[src/rtl/drs_pkg.sv]
package drs_pkg;
  typedef enum logic [2:0] {
    S_IDLE = 3'd0,
    S_PRE  = 3'd1,
    S_ACT  = 3'd2,
    S_COL  = 3'd3,
    S_DATA = 3'd4
  } drs_state_e;
endpackage

[src/rtl/drs_delay_cnt.sv]
module drs_delay_cnt #(
  parameter int CW = 4
) (
  input  logic          clk,
  input  logic          rst_n,
  input  logic          restart,
  output logic [CW-1:0] count
);
  localparam logic [CW-1:0] TOP = {CW{1'b1}};

  always_ff @(posedge clk or negedge rst_n) begin
    if (!rst_n)             count <= '0;
    else if (restart)       count <= '0;
    else if (count != TOP)  count <= count + 1'b1;
  end
endmodule

[src/rtl/drs_row_track.sv]
module drs_row_track #(
  parameter int ROW_W = 4
) (
  input  logic             clk,
  input  logic             rst_n,
  input  logic             close_row,
  input  logic             open_row,
  input  logic [ROW_W-1:0] open_id,
  input  logic [ROW_W-1:0] probe_id,
  output logic             is_open,
  output logic             probe_hit
);
  logic [ROW_W-1:0] cur_row;

  always_ff @(posedge clk or negedge rst_n) begin
    if (!rst_n) begin
      is_open <= 1'b0;
      cur_row <= '0;
    end else if (close_row) begin
      is_open <= 1'b0;
    end else if (open_row) begin
      is_open <= 1'b1;
      cur_row <= open_id;
    end
  end

  assign probe_hit = is_open && (cur_row == probe_id);

  // a row strobe and a precharge never coincide, so a close always finishes before an open
  a_r3_no_open_during_close: assert property (@(posedge clk) disable iff (!rst_n)
    close_row |-> !open_row);
endmodule

[src/rtl/dram_row_seq.sv]
module dram_row_seq
  import drs_pkg::*;
#(
  parameter int ROW_W  = 4,
  parameter int COL_W  = 4,
  parameter int DATA_W = 16,
  parameter int T_PRE  = 2,
  parameter int T_ACT  = 3,
  parameter int T_CL   = 2
) (
  input  logic                     clk,
  input  logic                     rst_n,
  input  logic                     rd_req_valid,
  output logic                     rd_req_ready,
  input  logic [ROW_W+COL_W-1:0]   rd_req_addr,
  output logic                     rd_rsp_valid,
  output logic [DATA_W-1:0]        rd_rsp_data,
  output logic                     arr_pre,
  output logic                     arr_row_stb,
  output logic                     arr_col_stb,
  output logic [((ROW_W > COL_W) ? ROW_W : COL_W)-1:0] arr_addr,
  input  logic [DATA_W-1:0]        arr_rdata
);
  localparam int AW    = (ROW_W > COL_W) ? ROW_W : COL_W;
  localparam int TM1   = (T_PRE > T_ACT) ? T_PRE : T_ACT;
  localparam int TMAX  = (TM1 > T_CL) ? TM1 : T_CL;
  localparam int CW    = $clog2(TMAX + 2);
  localparam logic [CW-1:0] PRE_END  = CW'(T_PRE - 1);
  localparam logic [CW-1:0] ACT_END  = CW'(T_ACT - 1);
  localparam logic [CW-1:0] DATA_END = CW'(T_CL - 1);

  drs_state_e        state, state_nx;
  logic [CW-1:0]     phase_cnt;
  logic [ROW_W-1:0]  tgt_row;
  logic [COL_W-1:0]  tgt_col;
  logic              row_is_open, row_hit;
  logic              take_req;

  wire [ROW_W-1:0] in_row = rd_req_addr[ROW_W+COL_W-1:COL_W];
  wire [COL_W-1:0] in_col = rd_req_addr[COL_W-1:0];

  assign rd_req_ready = (state == S_IDLE);
  assign take_req     = rd_req_valid && rd_req_ready;

  drs_row_track #(.ROW_W(ROW_W)) u_track (
    .clk       (clk),
    .rst_n     (rst_n),
    .close_row (arr_pre),
    .open_row  (arr_row_stb),
    .open_id   (tgt_row),
    .probe_id  (in_row),
    .is_open   (row_is_open),
    .probe_hit (row_hit)
  );

  drs_delay_cnt #(.CW(CW)) u_cnt (
    .clk     (clk),
    .rst_n   (rst_n),
    .restart (state_nx != state),
    .count   (phase_cnt)
  );

  always_comb begin
    state_nx = state;
    unique case (state)
      S_IDLE: if (take_req) state_nx = row_hit ? S_COL : S_PRE;
      S_PRE:  if (phase_cnt == PRE_END) state_nx = S_ACT;
      S_ACT:  if (phase_cnt == ACT_END) state_nx = S_COL;
      S_COL:  state_nx = S_DATA;
      S_DATA: if (phase_cnt == DATA_END) state_nx = S_IDLE;
      default: state_nx = S_IDLE;
    endcase
  end

  always_ff @(posedge clk or negedge rst_n) begin
    if (!rst_n) begin
      state        <= S_IDLE;
      tgt_row      <= '0;
      tgt_col      <= '0;
      rd_rsp_valid <= 1'b0;
      rd_rsp_data  <= '0;
    end else begin
      state        <= state_nx;
      rd_rsp_valid <= 1'b0;
      if (take_req) begin
        tgt_row <= in_row;
        tgt_col <= in_col;
      end
      if (state == S_DATA && phase_cnt == DATA_END) begin
        rd_rsp_valid <= 1'b1;
        rd_rsp_data  <= arr_rdata;
      end
    end
  end

  assign arr_pre     = (state == S_PRE) && (phase_cnt == '0);
  assign arr_row_stb = (state == S_ACT) && (phase_cnt == '0);
  assign arr_col_stb = (state == S_COL);
  assign arr_addr    = (state == S_ACT) ? AW'(tgt_row) : AW'(tgt_col);

  // Checker counter: cycles elapsed since the last precharge pulse
  localparam int SW = $clog2(T_PRE + 2) + 1;
  localparam logic [SW-1:0] S_TOP = {SW{1'b1}};
  logic [SW-1:0] since_pre;
  always_ff @(posedge clk or negedge rst_n) begin
    if (!rst_n)                                   since_pre <= '0;
    else if (arr_pre)                             since_pre <= SW'(1);
    else if (since_pre != '0 && since_pre != S_TOP) since_pre <= since_pre + 1'b1;
  end


  a_r9_one_strobe: assert property (@(posedge clk) disable iff (!rst_n)
    $onehot0({arr_pre, arr_row_stb, arr_col_stb}));

  a_r3_act_only_when_closed: assert property (@(posedge clk) disable iff (!rst_n)
    arr_row_stb |-> !row_is_open);

  a_r4_col_needs_open_row: assert property (@(posedge clk) disable iff (!rst_n)
    arr_col_stb |-> row_is_open);

  a_r5_pre_to_act: assert property (@(posedge clk) disable iff (!rst_n)
    arr_row_stb |-> (since_pre == SW'(T_PRE)));

  a_r7_rsp_pulse: assert property (@(posedge clk) disable iff (!rst_n)
    rd_rsp_valid |=> !rd_rsp_valid);

  a_r8_busy_after_take: assert property (@(posedge clk) disable iff (!rst_n)
    take_req |=> !rd_req_ready);
endmodule

[config.mk]
export PLATFORM = sky130hd
export DESIGN_NAME = dram_row_seq
export DESIGN_NICKNAME = d
export VERILOG_FILES = /design/src/rtl/drs_pkg.sv /design/src/rtl/drs_delay_cnt.sv /design/src/rtl/drs_row_track.sv /design/src/rtl/dram_row_seq.sv
export SDC_FILE = /design/constraint.sdc
export NUM_CORES = 1
export LEC_CHECK = 0
export BUFFER_PORTS_ARGS = -buffer_cell sky130_fd_sc_hd__buf_2
export CAP_MARGIN = 5
export CORE_UTILIZATION = 50
export CTS_BUF_LIST = sky130_fd_sc_hd__clkbuf_8 sky130_fd_sc_hd__clkbuf_16
export DETAILED_ROUTE_END_ITERATION = 8
export GPL_TIMING_DRIVEN = 0
export HOLD_SLACK_MARGIN = 0.12
export PLACE_DENSITY = 0.78
export RECOVER_POWER = 50
export SLEW_MARGIN = 20
export SYNTH_ARGS = -nofsm -noshare
export SYNTH_HDL_FRONTEND = slang
export SYNTH_SLANG_ARGS = --single-unit
[constraint.sdc]
create_clock -name clk -period 1.95 [get_ports clk]
set_input_delay 0.195 -clock clk [delete_from_list [all_inputs] [get_ports clk]]
set_output_delay 0.195 -clock clk [all_outputs]
set_load 0.02 [all_outputs]
==> flow_metrics.py, run 1 <==
metrics = {
    "sta": {
        "tightest_slew_ns": 0.848,
        "hold_slack_ns": 0.137,
        "finalCritPeriodShare": 0.953,
        "final.setup.tns_ns": 0,
        "setup_slack_ns": 0.0919,
        "rsz0062_at_grt": "false",
        "fmax_mhz": 538,
        "finClkSkew_ns": 0.00437,
        "post-route-min-period_ns": 1.86,
        "maxSlewViolCount": 0,
        "setup_viol": 0,
        "hold_viol": 0,
        "slew_headroom": 0.434,
    },
    "logic_synthesis": {
        "yosysUniqueCellTypes": 31,
        "synth_nets": 151,
        "synth.avg_cell_area_um2": 14.0,
        "ys_ff_latch": 36,
        "seq_area_frac_synth": 0.542,
        "synth_ff_type": "dfrtp_1",
        "yosysTopAreaCell": "dfrtp_1",
        "yosysWarnings": 0,
        "yosys-top-cells-area": "dfrtp_1, mux2_2, ha_1",
        "synth_cells": 119,
        "synthDominantCellAreaShare": 0.542,
        "syn_area_mm2": 0.00166,
        "synth-edff-count": 0,
        "async_flop_share": 1.00,
    },
    "floorplanning": {
        "num_rows": 20,
        "start_util": 0.536,
        "ios": 52,
        "dieArea_mm2": 0.00356,
        "coreArea_mm2": 0.00310,
        "die_w_um": 59.7,
        "chipHeight_um": 59.7,
    },
    "clocking": {
        "clockBufferDepth": 2,
        "clkTransAtPathRegs_ns": 0.06,
        "cts-root-buf": "clkbuf_8",
        "clk_latency_ns": 0.28,
        "clkSinkCount": 36,
        "post_cts_buffers": 0,
        "tritoncts": "yes",
        "h-tree-depth": 2,
        "cts_inserted_buffers": 5,
    },
    "layout": {
        "layout.nets": 211,
        "layout_commonest_cell": "dfrtp_1",
        "layout_common_cells": "dfrtp_1, buf_2, mux2_2",
        "n_fill_cell": 261,
        "post-route-util": 0.660,
        "antenna_cells": 0,
        "synthToLayoutAreaGrowth_pct": 23.3,
        "drive_above_1_share": 0.458,
    },
    "grt": {
        "grt_max_degree": 37,
        "grt.overflow.total": 0,
        "grt_first_pass_wirelength_mm": 4.94,
        "first_global_vias": 1120,
        "grt_usage": 0.198,
        "antenna_found_initial": 0,
    },
    "routing": {
        "firstDrtPassIters": 4,
        "via_per_inst": 5.01,
        "route.detailed.drc": 0,
        "vias": 1108,
        "drt_iter0_markers": 30,
        "wirelength_mm": 2.90,
        "wl_per_cell_um": 13.1,
        "antenna_left": 0,
    },
    "setup_path": {
        "cp_max_fo": 8,
        "cp-start-kind": "flop",
        "worstSetupStartpoint": "state[1]$_DFF_PN0_",
        "critPathKind": "reg2out",
        "reg2reg_from": "state[2]$_DFF_PN0_",
        "worstSetupEndpointType": "primary output",
        "worstPathRequired_ns": 1.75,
        "critPathArrivalTime_ns": 1.66,
        "reg2reg_slack_ns": 0.28,
        "r2r_end": "tgt_row[1]$_DFFE_PN0P_",
        "cp-endpoint": "arr_addr[2]",
        "rr_worst_depth": 3,
    },
    "placed_design": {
        "port_buffers": 51,
        "dp_hpwl_mm": 2.20,
        "dpl_worst_slack_ns": 0.247,
        "routabilityCongestion": 0.810,
    },
    "power": {
        "total_power_uw": 3320,
        "vdd_drop_max_mv": 0.767,
        "p_leak_uw": 0.000946,
        "powerDensity_mw_per_mm2": 1620,
    },
    "status": {
        "outcome": "complete, no violations",
    },
    "job": {
        "max-cap-violations": 0,
    },
    "hold_path": {
        "hp-class": "in2reg",
    },
}
-- sequential cells by signal, indices dropped and copies added, names as in the netlist --
register,count
tgt_row,4
rd_rsp_valid,1
u_track.cur_row,4
tgt_col,4
u_cnt.count,3
u_track.is_open,1
state,3
rd_rsp_data,16
-- per-stage QoR --
stage          cells  area, µm²
5_1_grt          221       2050
4_1_cts          221       2070
3_3_place_gp     214       1970
3_5_place_dp     214       1970
6_report         221       2050
2_1_floorplan    119       1660
-- report_power, final --
group          leakage (µW)  switching (µW)  internal (µW)
clock             0.0000359             228            230
sequential         0.000435             198           1110
combinational      0.000475             867            687
total              0.000946            1290           2020
-- layer usage --
layer  up-vias  track usage  wire length [µm]
li1        533            -                 -
met5         -            0                 0
met3         6       0.0801               160
met4         0       0.0897                53
met2        36        0.303              1390
met1       533        0.247              1290
-- worst max-delay path, cell delays in order (launching register included) --
cell,delay (ns)
dfrtp_1,0.32
buf_4,0.16
inv_2,0.07
nor3_4,0.29
mux2_2,0.38
buf_2,0.16
-- synth_stat cells, types with 2 or more instances --
| cell | n |
|---|---|
| dfrtp_1 | 36 |
| mux2_2 | 31 |
| inv_1 | 6 |
| ha_1 | 5 |
| xnor2_1 | 4 |
| a21oi_1 | 3 |
| buf_2 | 3 |
| nor2b_1 | 3 |
| and3_1 | 2 |
| mux2i_1 | 2 |
| nand3_1 | 2 |
| nor2_1 | 2 |
| o21bai_1 | 2 |
-- layout make-up --
class	count	area (µm²)	share of cell area
Tap cell	44	55.1	0.0269
Inverter	6	22.5	0.0110
Clock buffer	5	68.8	0.0336
Buffer	5	36.3	0.0177
Sequential cell	36	901	0.440
Timing Repair Buffer	53	254	0.124
Multi-Input combinational cell	72	712	0.347
-- what timing repair did --
action	in CTS	in global routing
resized for setup	1	3
endpoints found under the hold margin	37	0
pin swaps	0	1
setup endpoints to repair	4	4
hold buffers	2	0
-- kinds of logic after synthesis --
group                      after synthesis  share of synthesized area
xor gates and xnor gates                 5                     0.0263
muxes                                   34                      0.229
buffers and inverters                   11                     0.0339
and+or+nand+nor                         17                     0.0843
DFF                                     36                      0.542
adders and majority gates                5                     0.0376
AOI/OAI and AO/OA                       11                     0.0474
-- worst min path at each step --
stage	from	end	slack (ns)	cells past startpoint
after floorplan	rst_n	rd_rsp_data[0]$_DFFE_PN0P_	-0.10	0
after global routing	arr_rdata[10]	rd_rsp_data[10]$_DFFE_PN0P_	0.13	2
after global placement	rst_n	tgt_col[3]$_DFFE_PN0P_	0.30	1
after CTS	arr_rdata[0]	rd_rsp_data[0]$_DFFE_PN0P_	0.13	2
after detailed placement	rst_n	tgt_col[3]$_DFFE_PN0P_	0.32	1
final	arr_rdata[0]	rd_rsp_data[0]$_DFFE_PN0P_	0.14	2
Note: power is estimated with default switching activity, not from simulation.
==> run 2: changes to the inputs <==
==> constraint.sdc (replaced) <==
create_clock -name clk -period 1.95 [get_ports clk]
set_input_delay 0.195 -clock clk [delete_from_list [all_inputs] [get_ports clk]]
set_output_delay 0.195 -clock clk [all_outputs]
set_load 0.05 [all_outputs]
==> run 2 against run 1 <==
Register-to-register slack barely moved. Via count grew 0.36%. Die area is the same. Non-clock buffer count unchanged. Hold slack hardly changed. Clock-buffer cell count unchanged.
==> flow_metrics.py, run 2 (synthesized netlist as in run 1, its figures left out) <==
metrics = {
    "sta": {
        "hold_slack_ns": 0.137,
        "post-route-min-period_ns": 1.87,
        "tightest_slew_ns": 0.855,
        "rsz0062_at_grt": "false",
        "fmax_mhz": 535,
        "finalCritPeriodShare": 0.958,
        "final.setup.tns_ns": 0,
        "hold_viol": 0,
        "slew_headroom": 0.430,
        "maxSlewViolCount": 0,
        "finClkSkew_ns": 0.00419,
        "setup_viol": 0,
    },
    "job": {
        "max-cap-violations": 0,
    },
    "routing": {
        "vias": 1112,
        "firstDrtPassIters": 3,
        "wirelength_mm": 2.90,
        "wl_per_cell_um": 13.1,
        "route.detailed.drc": 0,
        "drt_iter0_markers": 28,
        "via_per_inst": 5.03,
        "antenna_left": 0,
    },
    "clocking": {
        "cts_inserted_buffers": 5,
        "clkTransAtPathRegs_ns": 0.06,
        "cts-root-buf": "clkbuf_8",
        "tritoncts": "yes",
        "h-tree-depth": 2,
        "clkSinkCount": 36,
        "clk_latency_ns": 0.28,
        "clockBufferDepth": 2,
    },
    "hold_path": {
        "min_to": "rd_rsp_data[0]$_DFFE_PN0P_",
        "whs_path_depth": 2,
        "hp-start": "arr_rdata[0]",
        "hp-class": "in2reg",
    },
    "layout": {
        "synthToLayoutAreaGrowth_pct": 24.2,
        "antenna_cells": 0,
        "n_fill_cell": 259,
        "largest-register": "rd_rsp_data",
        "layout_common_cells": "dfrtp_1, mux2_2, buf_2",
        "largest_reg_flops": 16,
        "final_cell_area_mm2": 0.00207,
        "layout_commonest_cell": "dfrtp_1",
        "drive_above_1_share": 0.458,
        "final_cells": 221,
        "layout.nets": 211,
    },
    "setup_path": {
        "cp_cell_sequence": "buf_6 -> inv_2 -> nor3_4 -> mux2_2 -> buf_4",
        "reg2reg_slack_ns": 0.27,
        "reg2reg_from": "state[2]$_DFF_PN0_",
        "cp_max_fo": 8,
        "critPathArrivalTime_ns": 1.67,
        "slowest_stage": "mux2_2",
        "worstSetupEndpointType": "primary output",
        "worstPathRequired_ns": 1.75,
        "cp-start-kind": "flop",
        "rr_worst_depth": 3,
        "crit_buf_inv": 3,
        "max_stage_delay_ns": 0.38,
        "critPathKind": "reg2out",
        "r2r_end": "tgt_col[1]$_DFFE_PN0P_",
        "crit_family": "buffers and inverters",
    },
    "floorplanning": {
        "start_util": 0.536,
        "chipHeight_um": 59.7,
        "dieArea_mm2": 0.00356,
        "die_w_um": 59.7,
        "ios": 52,
        "coreArea_mm2": 0.00310,
        "num_rows": 20,
    },
    "grt": {
        "antenna_found_initial": 0,
        "grt_first_pass_wirelength_mm": 4.97,
        "first_global_vias": 1122,
        "grt_usage": 0.199,
        "grt_max_degree": 37,
        "grt.overflow.total": 0,
    },
    "status": {
        "outcome": "complete, no violations",
    },
    "placed_design": {
        "placed_cell_area_mm2": 0.00197,
        "port_buffers": 51,
        "routabilityCongestion": 0.810,
        "dp_hpwl_mm": 2.20,
        "placed_cells": 214,
    },
}
==> run 2: changes by cell type in the layout (fill, tap and decap cells not counted) <==
cell and change:
buf_4 +3, buf_6 +1, buf_2 -5, clkbuf_4 +1
==> run 2: worst max path at each step <==
stage                               to  cells after the start               start
final                      arr_addr[2]                      5  state[1]$_DFF_PN0_
after global routing       arr_addr[2]                      5  state[1]$_DFF_PN0_
after CTS                  arr_addr[3]                      5  state[1]$_DFF_PN0_
after detailed placement   arr_addr[2]                      5  state[1]$_DFF_PN0_
after global placement     arr_addr[0]                      5  state[1]$_DFF_PN0_
after floorplan           rd_req_ready                      2  state[2]$_DFF_PN0_
==> run 2: stage by stage <==
step / setup slack (ns) / util
after global placement: 0.192 / 0.636
final: 0.0814 / 0.666
after CTS: 0.00000722 / 0.670
after detailed placement: 0.194 / 0.636
after global routing: 0.00497 / 0.666
after floorplan: 0.171 / -
==> run 2: cell type report <==
cell class,instances,area [µm²],area share
inverter,6,22.5,0.0109
timing repair buffer,53,267,0.129
buffer,5,40.0,0.0194
tap,44,55.1,0.0267
clock buffer,5,68.8,0.0333
multi-input combinational,72,712,0.345
sequential,36,901,0.436
==> run 2: worst register-to-register path, stage by stage (launching register included) <==
cell	delay, ns
dfrtp_1	0.37
buf_6	0.14
nor4b_4	0.64
mux2_2	0.41
==> run 2: what timing repair did <==
action                                  4_1_cts  5_1_grt
setup buffers                                 0        0
gates cloned                                  0        0
resized for setup                             5        5
pin swaps                                     1        1
endpoints found under the setup margin        4        5
hold buffers                                  2        0
hold endpoints to repair                     37        0
==> run 2: layer usage <==
metal | up-vias | GRT usage | wire length [µm]
met1 | 536 | 0.250 | 1280
met5 | - | 0 | 0
met2 | 34 | 0.303 | 1410
met4 | 0 | 0.0897 | 53
met3 | 6 | 0.0801 | 155
li1 | 536 | - | -
Power of run 2 is left out: the tool's default activity adds up to more than one toggle a clock period on the data nets, which glitch-free logic cannot reach.
